==> src/rtl/llsc_pkg.sv <==
package llsc_pkg;
  typedef enum logic [1:0] {
    OP_LOAD  = 2'd0,
    OP_LL    = 2'd1,
    OP_STORE = 2'd2,
    OP_SC    = 2'd3
  } llsc_op_e;

  // byte offset bits dropped before a line is recorded or compared
  localparam int LINE_OFS = 4;
endpackage

==> src/rtl/llsc_line_match.sv <==
module llsc_line_match #(
  parameter int ENTRIES = 4,
  parameter int LINE_W  = 28,
  parameter int CTX_W   = 3
) (
  input  logic [ENTRIES-1:0]             valid_q,
  input  logic [ENTRIES-1:0][LINE_W-1:0] line_q,
  input  logic [ENTRIES-1:0][CTX_W-1:0]  ctx_q,
  input  logic [LINE_W-1:0]              req_line,
  input  logic [CTX_W-1:0]               req_ctx,
  output logic [ENTRIES-1:0]             line_hit,
  output logic [ENTRIES-1:0]             ctx_hit,
  output logic                           pair_hit
);
  for (genvar g = 0; g < ENTRIES; g++) begin : g_cmp
    assign line_hit[g] = valid_q[g] && (line_q[g] == req_line);
    assign ctx_hit[g]  = valid_q[g] && (ctx_q[g] == req_ctx);
  end

  assign pair_hit = |(line_hit & ctx_hit);
endmodule

==> src/rtl/llsc_victim_pick.sv <==
module llsc_victim_pick #(
  parameter int ENTRIES = 4,
  parameter int IDX_W   = 2,
  parameter int AGE_W   = 3
) (
  input  logic [ENTRIES-1:0]            valid_q,
  input  logic [ENTRIES-1:0]            ctx_hit,
  input  logic [ENTRIES-1:0][AGE_W-1:0] age_q,
  output logic [IDX_W-1:0]              victim,
  output logic [AGE_W-1:0]              victim_age
);
  localparam logic [AGE_W-1:0] OLDEST = AGE_W'(ENTRIES - 1);

  logic             own_any, free_any;
  logic [IDX_W-1:0] own_idx, free_idx, old_idx;
  logic [AGE_W-1:0] live_cnt;

  always_comb begin
    own_any  = 1'b0;
    free_any = 1'b0;
    own_idx  = '0;
    free_idx = '0;
    old_idx  = '0;
    live_cnt = '0;
    // scan downwards so the lowest index wins
    for (int i = ENTRIES - 1; i >= 0; i--) begin
      if (ctx_hit[i]) begin
        own_any = 1'b1;
        own_idx = IDX_W'(i);
      end
      if (!valid_q[i]) begin
        free_any = 1'b1;
        free_idx = IDX_W'(i);
      end
      if (valid_q[i] && age_q[i] == OLDEST) old_idx = IDX_W'(i);
      if (valid_q[i]) live_cnt = live_cnt + 1'b1;
    end
  end

  always_comb begin
    if (own_any)       victim = own_idx;
    else if (free_any) victim = free_idx;
    else               victim = old_idx;
    victim_age = valid_q[victim] ? age_q[victim] : live_cnt;
  end
endmodule

==> src/rtl/llsc_resv_table.sv <==
module llsc_resv_table #(
  parameter int ENTRIES = 4,
  parameter int LINE_W  = 28,
  parameter int CTX_W   = 3,
  parameter int IDX_W   = 2,
  parameter int AGE_W   = 3
) (
  input  logic                           clk,
  input  logic                           rst,
  input  logic                           do_record,
  input  logic                           do_clear,
  input  logic                           do_load,
  input  logic [LINE_W-1:0]              req_line,
  input  logic [CTX_W-1:0]               req_ctx,
  input  logic [IDX_W-1:0]               victim,
  input  logic [AGE_W-1:0]               victim_age,
  input  logic [ENTRIES-1:0]             line_hit,
  output logic [ENTRIES-1:0]             valid_q,
  output logic [ENTRIES-1:0][LINE_W-1:0] line_q,
  output logic [ENTRIES-1:0][CTX_W-1:0]  ctx_q,
  output logic [ENTRIES-1:0][AGE_W-1:0]  age_q
);
  // per entry: how many removed entries were younger than it
  logic [ENTRIES-1:0][AGE_W-1:0] drop_below;

  always_comb begin
    for (int i = 0; i < ENTRIES; i++) begin
      drop_below[i] = '0;
      for (int j = 0; j < ENTRIES; j++)
        if (line_hit[j] && age_q[j] < age_q[i]) drop_below[i] = drop_below[i] + 1'b1;
    end
  end

  always_ff @(posedge clk) begin
    if (rst) begin
      valid_q <= '0;
      age_q   <= '0;
    end else if (do_record) begin
      for (int i = 0; i < ENTRIES; i++) begin
        if (IDX_W'(i) == victim) begin
          valid_q[i] <= 1'b1;
          line_q[i]  <= req_line;
          ctx_q[i]   <= req_ctx;
          age_q[i]   <= '0;
        end else if (valid_q[i] && age_q[i] < victim_age) begin
          age_q[i] <= age_q[i] + 1'b1;
        end
      end
    end else if (do_clear) begin
      for (int i = 0; i < ENTRIES; i++) begin
        if (line_hit[i])     valid_q[i] <= 1'b0;
        else if (valid_q[i]) age_q[i]   <= age_q[i] - drop_below[i];
      end
    end
  end


  load_keeps_table_chk: assert property (@(posedge clk) disable iff (rst)
    ($past(do_load) && !$past(rst)) |-> (valid_q == $past(valid_q) && line_q == $past(line_q)));

  for (genvar a = 0; a < ENTRIES; a++) begin : g_uniq
    for (genvar b = a + 1; b < ENTRIES; b++) begin : g_pair

      one_per_ctx_chk: assert property (@(posedge clk) disable iff (rst)
        !(valid_q[a] && valid_q[b] && ctx_q[a] == ctx_q[b]));
    end
  end
endmodule

==> src/rtl/llsc_monitor.sv <==
module llsc_monitor #(
  parameter int ENTRIES = 4,
  parameter int ADDR_W  = 32,
  parameter int CTX_W   = 3
) (
  input  logic              clk,
  input  logic              rst,
  input  logic              req_valid,
  input  logic [1:0]        req_op,
  input  logic [ADDR_W-1:0] req_addr,
  input  logic [CTX_W-1:0]  req_ctx,
  output logic              wr_en,
  output logic              sc_valid,
  output logic              sc_ok
);
  import llsc_pkg::*;

  localparam int LINE_W = ADDR_W - LINE_OFS;
  localparam int IDX_W  = (ENTRIES > 1) ? $clog2(ENTRIES) : 1;
  localparam int AGE_W  = $clog2(ENTRIES + 1);

  llsc_op_e                      op;
  logic [LINE_W-1:0]             req_line;
  logic                          is_sc, is_store, is_ll, is_load;
  logic [ENTRIES-1:0]            valid_q, line_hit, ctx_hit;
  logic [ENTRIES-1:0][LINE_W-1:0] line_q;
  logic [ENTRIES-1:0][CTX_W-1:0] ctx_q;
  logic [ENTRIES-1:0][AGE_W-1:0] age_q;
  logic                          pair_hit;
  logic [IDX_W-1:0]              victim;
  logic [AGE_W-1:0]              victim_age;

  assign op       = llsc_op_e'(req_op);
  assign req_line = req_addr[ADDR_W-1:LINE_OFS];
  assign is_sc    = req_valid && op == OP_SC;
  assign is_store = req_valid && op == OP_STORE;
  assign is_ll    = req_valid && op == OP_LL;
  assign is_load  = req_valid && op == OP_LOAD;

  llsc_line_match #(.ENTRIES(ENTRIES), .LINE_W(LINE_W), .CTX_W(CTX_W)) u_match (
    .valid_q(valid_q), .line_q(line_q), .ctx_q(ctx_q),
    .req_line(req_line), .req_ctx(req_ctx),
    .line_hit(line_hit), .ctx_hit(ctx_hit), .pair_hit(pair_hit)
  );

  llsc_victim_pick #(.ENTRIES(ENTRIES), .IDX_W(IDX_W), .AGE_W(AGE_W)) u_pick (
    .valid_q(valid_q), .ctx_hit(ctx_hit), .age_q(age_q),
    .victim(victim), .victim_age(victim_age)
  );

  llsc_resv_table #(.ENTRIES(ENTRIES), .LINE_W(LINE_W), .CTX_W(CTX_W),
                    .IDX_W(IDX_W), .AGE_W(AGE_W)) u_table (
    .clk(clk), .rst(rst),
    .do_record(is_ll), .do_clear(is_sc || is_store), .do_load(is_load),
    .req_line(req_line), .req_ctx(req_ctx),
    .victim(victim), .victim_age(victim_age), .line_hit(line_hit),
    .valid_q(valid_q), .line_q(line_q), .ctx_q(ctx_q), .age_q(age_q)
  );

  assign wr_en    = is_store || (is_sc && pair_hit);
  assign sc_valid = is_sc;
  assign sc_ok    = is_sc && pair_hit;


  sc_after_reset_fail_chk: assert property (@(posedge clk) disable iff (rst)
    ($past(rst) && sc_valid) |-> !sc_ok);


  ll_then_sc_ok_chk: assert property (@(posedge clk) disable iff (rst)
    (!$past(rst) && $past(is_ll) && is_sc && req_ctx == $past(req_ctx)
     && req_line == $past(req_line)) |-> (sc_ok && wr_en));


  store_then_sc_fail_chk: assert property (@(posedge clk) disable iff (rst)
    (!$past(rst) && $past(is_store || is_sc) && is_sc
     && req_line == $past(req_line)) |-> !sc_ok);


  result_only_sc_chk: assert property (@(posedge clk) disable iff (rst)
    sc_ok |-> (sc_valid && wr_en));
endmodule

==> config.mk <==
export PLATFORM = sky130hd
export DESIGN_NAME = llsc_monitor
export DESIGN_NICKNAME = d
export VERILOG_FILES = /design/src/rtl/llsc_pkg.sv /design/src/rtl/llsc_line_match.sv /design/src/rtl/llsc_victim_pick.sv /design/src/rtl/llsc_resv_table.sv /design/src/rtl/llsc_monitor.sv
export SDC_FILE = /design/constraint.sdc
export NUM_CORES = 1
export LEC_CHECK = 0
export BUFFER_PORTS_ARGS = -buffer_cell sky130_fd_sc_hd__buf_4
export CAP_MARGIN = 5
export CORE_ASPECT_RATIO = 0.75
export CORE_UTILIZATION = 60
export CTS_BUF_LIST = sky130_fd_sc_hd__clkbuf_4
export DETAILED_ROUTE_END_ITERATION = 8
export HOLD_SLACK_MARGIN = 0.06
export PLACE_DENSITY = 0.79
export REMOVE_ABC_BUFFERS = 1
export SYNTH_ARGS = -nofsm -noshare
export SYNTH_HDL_FRONTEND = slang
export SYNTH_SLANG_ARGS = --single-unit
==> constraint.sdc <==
create_clock -name clk -period 9.6 [get_ports clk]
set_clock_uncertainty 0.15 [all_clocks]
set_input_delay 0 -clock clk [delete_from_list [all_inputs] [get_ports clk]]
set_output_delay 0 -clock clk [all_outputs]
set_load 0.01 [all_outputs]
==> results of run 1 <==
power breakdown:
part           internal, W  leakage (nW)  switching (W)
combinational    0.0000544          1.84      0.0000682
sequential        0.000667          1.25     0.00000865
clock             0.000157         0.144       0.000223
total             0.000879          3.23       0.000300
through the flow:
stage	hold slack, ns	power, W	std cells	setup WS (ns)
global route	0.0750	0.00122	908	4.34
finish	0.0975	0.00118	908	4.66
detailed placement	0.120	0.000798	842	4.79
floorplan	-0.0809	0.000745	635	4.93
global placement	0.115	0.000793	842	4.90
CTS	0.0739	0.00118	908	4.79
cells in the final DEF, fill, tap and decap left out, types with 4 or more instances in the layout:
cell type / count
buf_4: 41
clkbuf_4: 18
nor4_1: 19
nor2_1: 26
a211oi_1: 13
o21ai_0: 17
nand4_1: 16
nand3_1: 12
ha_1: 47
nand2b_1: 4
a21o_1: 7
edfxtp_1: 124
nand2_1: 32
a21oi_1: 21
inv_1: 36
nor3_1: 5
mux2i_1: 8
or3_1: 4
nor2b_1: 5
fa_1: 4
dlygate4sd3_1: 34
clkinv_1: 4
a31oi_1: 7
and2_1: 8
o22ai_1: 6
xnor2_1: 49
xor2_1: 90
dfxtp_1: 16
sequential cells by signal (all words and copies together), names as in the netlist:
| name | flops |
|---|---|
| u_table.age_q | 12 |
| u_table.ctx_q | 12 |
| u_table.line_q | 112 |
| u_table.valid_q | 4 |
worst register-to-register path, cell delays in order, from the launching register on:
cell	delay [ns]
dfxtp_1	0.62
inv_1	0.31
ha_1	0.26
inv_1	0.05
o22ai_1	0.06
o31a_1	0.31
o21ai_2	0.65
a211oi_1	0.18
a31oi_1	0.18
mux2i_1	0.22
ha_1	0.27
a2111oi_0	0.70
nor4b_2	0.44
a311oi_2	0.12
a211oi_1	0.23
a211oi_1	0.07
final cells by class:
class	instances	area, um2	share of cell area (%)
clock inverters	14	143	1.59
clock buffers	18	135	1.51
flip-flops and latches	140	4040	45.2
multi-input cells	459	3640	40.6
repair buffers	75	648	7.24
well taps	166	208	2.32
inverters	36	135	1.51
worst min path at each step:
stage                             from                   to  slack, ns  cells after the start
after floorplan                    rst   u_table.valid_q[3]      -0.08                      1
after global placement      req_ctx[1]     u_table.ctx_q[7]       0.12                      1
after detailed placement  req_addr[27]   u_table.line_q[79]       0.12                      1
after CTS                 req_addr[21]  u_table.line_q[101]       0.07                      2
after global routing      req_addr[21]  u_table.line_q[101]       0.08                      2
final                     req_addr[21]  u_table.line_q[101]        0.1                      2
kinds of logic (layout without fill, tap and decap cells):
family / Yosys count / count (layout) / share of synthesized area [%]
AND/OR/NAND/NOR: 149 / 149 / 10.3
flip-flops: 140 / 140 / 51.4
buffers and inverters: 50 / 143 / 2.59
adder cells (fa/ha/maj): 51 / 51 / 8.50
multiplexers: 11 / 11 / 1.64
XOR/XNOR: 140 / 140 / 15.8
AO/OA/AOI/OAI: 108 / 108 / 9.73
routing by layer:
layer	routed length (um)	global-route usage, %	vias to the layer above
li1	-	-	2569
met1	8300	42.6	2655
met2	7950	42.7	293
met3	1890	7.34	38
met4	325	11.1	0
met5	0	0	-
==> metrics.md, run 1 <==
| Metric | Value |
|---|---|
| Pre-antenna DRT Iters | 6 |
| Asr flop ratio synth | 0% |
| Delay-heaviest family, CP | compound AO/OA/AOI/OAI gates |
| Setup crit end | u_table.age_q[8] |
| Routability cong. | 0.931 |
| Most used DFF post-synth | edfxtp_1 |
| Die ar. | roughly 14000 um2 |
| Total Routing Usage GR | 29.3% |
| First DRT Iteration DRCs | approximately 650 |
| Largest net degree at the start of global routing | 33 |
| Leading area contributor after synthesis | edfxtp_1 |
| Global-route wire length before repair | 29600 um |
| Vias in the first global route | 5534 |
| Clock Latency Late Sink | approximately 0.54 ns |
| Clock-pin transition on the worst setup and hold timing paths | roughly 0.14 ns |
| WP data arrival | around 5.2 ns |
| RSZ-0062 raised after global routing | no |
| Synth top area share | 47.4% |
| WL/cell | 20.3 um |
| Buffers & Inverters on Critical Path | 2 |
| PwrDens | approximately 130 nW/um2 |
| Reg2reg path depth | 15 |
| Crit path capture type | flop |
| Die span in x | 134 um |
| Htree depth | 4 |
| Congestion Overflow GR | 0 |
| Post-synth EDFFs | 124 |
| Vias | ~5600 |
| Utilization after layout | between 70% and 80% |
| Leak Pwr | approximately 3.2 nW |
| Critical path depth | 15 |
| Crit path kind | reg2reg |
| Final period demand of the worst path | 4.94 ns |
| Synth top cells by count | edfxtp_1, xor2_1, xnor2_1, ha_1, inv_1 |
| Setup Fix Bufs, Post-CTS | 0 |
| N_diodes | 0 |
| Layout cells sized above 1 | 12.3% |
| # rows | 35 |
| Final ANT Viol Nets | 0 |
| Startpoint Class | flop |
| Synth warn | 0 |
| Syn avg cell area | 12.1 um2 |
| Worst Path Required | 9.87 ns |
| Critical Path Max Stage Delay | roughly 0.70 ns |
| Final Cycle Share | 51.4% |
| Initial core utilization | 62.8% |
| Reg-to-Reg Start | u_table.valid_q[3] |
| Synthesized flop and latch total | 140 |
| Setup TNS | 0 ns |
| CP max stage cell | a2111oi_0 |
| Layout overhead on the synthesized area | 13.9% |
| Initial antenna violation count | 0 |
| Clock root buffer | clkbuf_4 |
| Maximum clock frequency | between 200 and 250 MHz |
| Status | completed |
| Core footprint | 12500 um2 |
| Layout fillers | about 890 |
| Chip height | 101 um |
| CTS tree | built |
| Worst R2R Setup Slack | 4.66 ns |
| I/O Buffers | 38 |
| IO Pins | 43 |
| Rel. slew slack | 27.7% |
| Routed wire length | 18500 um |
| Worst-path cell chain | inv_1, ha_1, inv_1, o22ai_1, o31a_1, o21ai_2, a211oi_1, a31oi_1, mux2i_1, ha_1, a2111oi_0, nor4b_2, a311oi_2, a211oi_1, a211oi_1 |
| VDD IR max | approximately 0.12 mV |
| Library cells used by synthesis | between 60 and 70 |
| Placed Area | about 8300 um2 |
| CTS sink cnt | 140 |
| Detailed placer's ending HPWL | 12900 um |
| CTS Hold Buffers Added | 34 |
| Post-cts resize count | 0 |
| Crit Path Max Fanout | 14 |
| Register area share after synthesis | 51.4% |
| NumNets Final | 820 |
| Most common cell in the netlist | edfxtp_1 |
| Post-Syn Instances | 649 |
| Via/cell ratio | between 6 and 7 |
| Worst path most repeated cell | a211oi_1 |
| Maxcap violations | 0 |
| Worst-Margin Slew | around 1.1 ns |
| Cell Area, Synth | 7860 um2 |
| # setup viols final | 0 |
| Finished Cell Area | 8950 um2 |
| Remaining design rule violation count | 0 |
| Top cells by area, synth | edfxtp_1, xor2_1, ha_1 |
| Worst R2R End | u_table.age_q[8] |
| Total CTS buffers | 17 |
| Worst setup startpoint | u_table.valid_q[3] |
| Worst hold path class | in2reg |
| Hold Vio Cnt, Final | 0 |
| Final Max Slew Viols | 0 |
| Clk buf depth | 2 |
(Power assumes the default switching activity.)
==> run 2, diff against run 1 <==
CORE_UTILIZATION = 58   (was 60)
clock period = 4.25 ns   (was 9.6 ns; I/O delays follow)
==> metrics.md, run 2 (same netlist as run 1, synthesis figures left out) <==
| Metric | Value |
|---|---|
| Clock root buffer | clkbuf_4 |
| Final Max Slew Viols | 0 (unchanged) |
| # setup viols final | 0 (unchanged) |
| Congestion Overflow GR | 0 (unchanged) |
| Layout cells sized above 1 | 15.7% (+3.5 points) |
| Layout overhead on the synthesized area | 17.2% |
| Crit path capture type | flop |
| CP max stage cell | dlygate4sd3_1 |
| Pre-antenna DRT Iters | 5 (-1) |
| Hold wc startpoint | req_addr[9] |
| Sw Share | 24.2% (-1.2 points) |
| Non-filler cells in the finished layout | 940 (+3.5%) |
| WL/cell | 20.6 um (+1.5%) |
| Via/cell ratio | 6.03 (-1.4%) |
| NumNets Final | 849 (+3.5%) |
| Startpoint Class | flop |
| Maximum clock frequency | 244 MHz (+21%) |
| Hold Path Depth | 2 (unchanged) |
| Reg-to-Reg Start | u_table.age_q[4] |
| Commonest non-fill, non-tap cell in the layout | edfxtp_1 |
| Seq pwr share | 56.2% (-1.1 points) |
| Final period demand of the worst path | 4.09 ns (-0.847 ns) |
| Status | completed |
| Worst R2R Setup Slack | 0.16 ns (-4.50 ns) |
| Multi-input logic area | 3670 um2 (+0.79%) |
| Worst R2R End | u_table.age_q[7] |
| Critical path depth | 16 (+1) |
| Worst path most repeated cell | ha_1 |
| Maxcap violations | 0 (unchanged) |
| Reg area | 4040 um2 (unchanged) |
| Vias | 5672 (+2.1%) |
| Initial antenna violation count | 1 (+1) |
| Critical Path Max Stage Delay | 0.55 ns (-0.15 ns) |
| Worst Path Required | 4.54 ns (-5.33 ns) |
| Layout fillers | 901 (+1.5%) |
| Max reg flops | 112 (unchanged) |
| Total Routing Usage GR | 29.6% (+0.29 points) |
| Htree depth | 4 (unchanged) |
| Total CTS buffers | 17 (unchanged) |
| N_diodes | 0 (unchanged) |
| Die ar. | 14000 um2 (+3.4%) |
| Hold path endpoint | u_table.line_q[89] |
| I/O Buffers | 38 (unchanged) |
| Clk buf depth | 2 (unchanged) |
| Core footprint | 13100 um2 (+4.7%) |
| Comb pwr share | 11.3% (+0.9 points) |
| Routability cong. | 0.981 (+5.4%) |
| Inst Count DP | 873 (+3.7%) |
| Remaining design rule violation count | 0 (unchanged) |
| Clock network fraction of total power | 32.5% (+0.2 points) |
| Buffers & Inverters on Critical Path | 1 (-1) |
| Largest registers | u_table.line_q: 112 flops, u_table.age_q: 12 flops, u_table.ctx_q: 12 flops |
| Worst-Margin Slew | 0.795 ns (-0.281 ns) |
| Initial core utilization | 60.0% (-2.8 points) |
| WHS | 0.109 ns (+0.0119 ns) |
| Worst hold path class | in2reg |
| Switching pwr | 0.000653 W (+120%) |
| Detailed placer's ending HPWL | 13400 um (+3.6%) |
| Worst slack, placed | 0.214 ns (-4.58 ns) |
| Finished Cell Area | 9210 um2 (+2.9%) |
| Global-route wire length before repair | 29700 um (+0.54%) |
| Vias in the first global route | 5464 (-1.3%) |
| Delay-heaviest family, CP | compound AO/OA/AOI/OAI gates |
| Routed wire length | 19400 um (+5.1%) |
| Die span in x | 136 um (+1.7%) |
| IO Pins | 43 (unchanged) |
| First DRT Iteration DRCs | 548 (-16%) |
| Placed Area | 8530 um2 (+2.4%) |
| RSZ-0062 raised after global routing | no |
| Largest reg by FF count | u_table.line_q |
| Internal | 0.00204 W (+130%) |
| Crit Path Max Fanout | 10 (-4) |
| CTS sink cnt | 140 (unchanged) |
| CTS tree | built |
| Hold Vio Cnt, Final | 0 (unchanged) |
| Leak Pwr | 3.39 nW (+5.1%) |
| VDD IR max | 0.267 mV (+130%) |
| Chip height | 103 um (+1.7%) |
| Final ANT Viol Nets | 0 (unchanged) |
| WP data arrival | 4.38 ns (-0.83 ns) |
| Clock Latency Late Sink | 0.54 ns (about the same) |
| Crit path kind | reg2reg |
| Worst-path cell chain | ha_1, ha_1, nand2_1, o22ai_1, o31a_1, o21ai_4, a211oi_1, a21oi_1, mux2i_2, ha_1, nor3_1, o221a_2, dlygate4sd3_1, nor2_1, nor2_1, nor3_1 |
| Clock-pin transition on the worst setup and hold timing paths | 0.12 ns (-0.02 ns) |
| # rows | 36 (+2.9%) |
| Setup WS post-layout | 0.159 ns (-4.50 ns) |
| Final Cycle Share | 96.3% (+45 points) |
| Rel. slew slack | 46.5% (+19 points) |
| Reg2reg path depth | 16 (+1) |
| Utilization after layout | 70.3% (-1.2 points) |
| Largest net degree at the start of global routing | 33 (unchanged) |
| PwrDens | 293 nW/um2 (+120%) |
| Most frequent cells in the layout | edfxtp_1, xor2_1, buf_4, xnor2_1, ha_1 |
## run 2: timing repair
| item | CTS | global route |
|---|---|---|
| setup endpoints to repair | 0 | 6 |
| hold buffers | 35 | 0 |
| gates resized for setup | 0 | 6 |
| endpoints found under the hold margin | 171 | 0 |
| buffers inserted | 0 | 2 |
## run 2: how the worst max path moves through the flow
stage                      from               end  slack, ns
6_report       u_table.age_q[4]  u_table.age_q[7]       0.16
5_1_grt        u_table.age_q[4]  u_table.age_q[7]      0.009
4_1_cts        u_table.age_q[4]  u_table.age_q[7]       0.12
3_5_place_dp   u_table.age_q[4]  u_table.age_q[4]       0.21
3_3_place_gp   u_table.age_q[4]  u_table.age_q[4]       0.36
2_1_floorplan  u_table.age_q[6]  u_table.ctx_q[6]      -0.42
## run 2: power groups by stage
stage	registers, W	logic, W	clock network [W]
finish	0.00151	0.000305	0.000876
global route	0.00152	0.000330	0.000942
CTS	0.00151	0.000298	0.000885
detailed placement	0.00155	0.000270	0
global placement	0.00154	0.000258	0
floorplan	0.00155	0.000134	0
## run 2: cell type report
class | instances | area share, %
clock buffer | 18 | 1.47
inverter | 36 | 1.47
sequential | 140 | 43.9
timing repair buffer | 104 | 9.43
clock inverter | 12 | 1.60
tap | 171 | 2.32
multi-input combinational | 459 | 39.8
## run 2: per-layer routing
layer	vias to the layer above	global-route usage, %	routed length, um
li1	2619	-	-
met1	2744	42.4	8510
met2	267	44.8	8700
met3	40	6.64	1820
met4	2	10.1	356
met5	-	0	13
## run 2: through the flow
stage / TNS, ns / total power [W]
global route: 0 / 0.00279
CTS: 0 / 0.00270
floorplan: -25.99 / 0.00168
finish: 0 / 0.00270
detailed placement: 0 / 0.00182
global placement: 0 / 0.00180
## run 2: worst reg2reg max path, stage by stage, from the launching register on
cell	delay (ns)
dfxtp_1	0.41
ha_1	0.23
ha_1	0.27
nand2_1	0.10
o22ai_1	0.06
o31a_1	0.33
o21ai_4	0.32
a211oi_1	0.09
a21oi_1	0.21
mux2i_2	0.33
ha_1	0.28
nor3_1	0.19
o221a_2	0.25
dlygate4sd3_1	0.55
nor2_1	0.05
nor2_1	0.09
nor3_1	0.06
==> run 3, diff against run 2 <==
PLACE_DENSITY = 0.89   (was 0.79)
==> metrics.md, run 3 (same netlist as run 1, synthesis figures left out) <==
| Metric | Value |
|---|---|
| Worst hold path class | in2reg |
| Crit path kind | reg2reg |
| Routed wire length | 20300 um (+4.4%) |
| Largest net degree at the start of global routing | 33 (unchanged) |
| Layout fillers | 832 (-7.7%) |
| Met1 Usage GRT | 41.2% (-1.2 points) |
| Worst-path cell chain | xor2_1, nor4_1, nand4_1, or2_2, nor2_1, nand2_1, xnor2_1, ha_1, inv_1, fa_1, xnor2_1, xnor2_1, a211oi_1, a211oi_1 |
| Routability cong. | 0.950 (-3.2%) |
| Worst R2R End | u_table.age_q[8] |
| I/O Buffers | 38 (unchanged) |
| WP data arrival | 4.46 ns (+0.08 ns) |
| Initial antenna violation count | 0 (-1) |
| Total Routing Usage GR | 30.6% (+0.99 points) |
| Pre-antenna DRT Iters | 6 (+1) |
| # setup viols final | 0 (unchanged) |
| Finished Cell Area | 9180 um2 (-0.37%) |
| Worst R2R Setup Slack | 0.11 ns (-0.05 ns) |
| Hold Vio Cnt, Final | 0 (unchanged) |
| Clock Latency Late Sink | 0.58 ns (+0.04 ns) |
| Vias | 5856 (+3.2%) |
| Maximum clock frequency | 242 MHz (-1.1%) |
| CTS sink cnt | 140 (unchanged) |
| Top Usage Layer GRT | met2 |
| Total CTS buffers | 17 (unchanged) |
| Detailed placer's ending HPWL | 13100 um (-1.9%) |
| Startpoint Class | flop |
| Leak Pwr | 3.35 nW (-1.1%) |
| Via/cell ratio | 6.30 (+4.4%) |
| Crit path capture type | flop |
| Hold Path Depth | 2 (unchanged) |
| Layout cells sized above 1 | 15.4% (-0.32 points) |
| Final Cycle Share | 97.4% (+1.1 points) |
| Core footprint | 13100 um2 (unchanged) |
| VDD IR max | 0.286 mV (+6.8%) |
| RSZ-0062 raised after global routing | yes |
| Largest reg by FF count | u_table.line_q |
| Worst path most repeated cell | xnor2_1 |
| Final ANT Viol Nets | 0 (unchanged) |
| Clk buf depth | 2 (unchanged) |
| N_diodes | 0 (unchanged) |
| CTS tree | built |
| Layout overhead on the synthesized area | 16.8% |
| Reg2reg path depth | 14 (-2) |
| Maxcap violations | 0 (unchanged) |
| Reg-to-Reg Start | u_table.line_q[87] |
| PwrDens | 301 nW/um2 (+2.9%) |
| Congestion Overflow GR | 0 (unchanged) |
| Global-route wire length before repair | 31100 um (+4.7%) |
| WL/cell | 21.8 um (+5.5%) |
| Vias in the first global route | 5713 (+4.6%) |
| Placed Area | 8450 um2 (-0.94%) |
| Commonest non-fill, non-tap cell in the layout | edfxtp_1 |
| Final Max Slew Viols | 0 (unchanged) |
| Chip height | 103 um (unchanged) |
| Initial core utilization | 60.0% (unchanged) |
| # rows | 36 (unchanged) |
| First DRT Iteration DRCs | 888 (+62%) |
| Most frequent cells in the layout | edfxtp_1, xor2_1, buf_4, xnor2_1, ha_1 |
| Worst Path Required | 4.57 ns (+0.03 ns) |
| Global routing met2 resource utilization | 47.6% (+2.9 points) |
| Met3 usage | 8.36% (+1.7 points) |
| Crit Path Max Fanout | 5 (-5) |
| Rel. slew slack | 42.3% (-4.3 points) |
| Status | completed |
| Die span in x | 136 um (unchanged) |
| Clock-pin transition on the worst setup and hold timing paths | 0.15 ns (+0.03 ns) |
| IO Pins | 43 (unchanged) |
| Htree depth | 4 (unchanged) |
| Clock root buffer | clkbuf_4 |
| Remaining design rule violation count | 0 (unchanged) |
| Hold path endpoint | u_table.line_q[54] |
| Setup Fix Bufs, Post-CTS | 0 (unchanged) |
| Hold wc startpoint | req_addr[30] |
| Largest registers | u_table.line_q: 112 flops, u_table.age_q: 12 flops, u_table.ctx_q: 12 flops |
| Final period demand of the worst path | 4.14 ns (+0.0470 ns) |
| Worst-Margin Slew | 0.858 ns (+0.0637 ns) |
| Max reg flops | 112 (unchanged) |
| CP max stage cell | nor4_1 |
| NumNets Final | 838 (-1.3%) |
| Critical Path Max Stage Delay | 0.75 ns (+0.20 ns) |
| Total power draw | 0.00276 W (+2.5%) |
| Die ar. | 14000 um2 (unchanged) |
==> run 3: cell type report <==
cell class / instances / area [um2] / share of cell area (%)
timing repair buffer: 93 / 792 / 8.63
clock inverter: 13 / 165 / 1.80
clock buffer: 18 / 135 / 1.47
multi-input combinational: 459 / 3690 / 40.2
sequential: 140 / 4050 / 44.1
inverter: 36 / 135 / 1.47
tap: 171 / 214 / 2.33
==> run 3: worst max-delay path by stage <==
stage                                   to                from  slack, ns
final                     u_table.age_q[8]  u_table.line_q[87]       0.11
after CTS                 u_table.age_q[7]  u_table.valid_q[2]       0.02
after global placement    u_table.age_q[8]  u_table.valid_q[2]       0.30
after global routing      u_table.age_q[7]    u_table.age_q[5]      -0.01
after floorplan           u_table.ctx_q[6]    u_table.age_q[6]      -0.42
after detailed placement  u_table.age_q[4]  u_table.valid_q[2]       0.07
==> run 3: stage by stage <==
| step | util [%] | worst slack [ns] | TNS [ns] | instances | hold slack, ns |
|---|---|---|---|---|---|
| floorplan | - | -0.422 | -25.99 | 635 | -0.0809 |
| global placement | 64.5 | 0.296 | 0 | 863 | 0.114 |
| detailed placement | 64.5 | 0.0669 | 0 | 863 | 0.121 |
| CTS | 69.5 | 0.0200 | 0 | 930 | 0.0740 |
| global route | 70.0 | -0.0130 | -0.0130 | 930 | 0.0698 |
| finish | 70.0 | 0.112 | 0 | 930 | 0.0719 |
==> run 3: timing repair <==
item | 4_1_cts | 5_1_grt
endpoints found under the setup margin | 0 | 11
hold buffers | 36 | 0
resized for setup | 0 | 14
hold endpoints to repair | 202 | 0
==> run 3: critical path: cells and delay by family (launching register included) <==
kind	cells	cell delay, ns
buffers and inverters	1	0.04
DFF	1	0.41
and+or+nand+nor	5	1.83
adders and majority gates	2	0.54
xor gates and xnor gates	4	0.72
AOI/OAI and AO/OA	2	0.35
==> run 3: per-layer routing <==
layer	wire length, um	up-vias
li1	-	2599
met1	8200	2825
met2	9330	364
met3	2100	68
met4	633	0
met5	0	-
==> run 3: where the power goes <==
group          internal [W]  total (W)  switching (W)
Clock              0.000418   0.000943       0.000525
Combinational      0.000130   0.000304       0.000174
Sequential          0.00151    0.00152     0.00000911
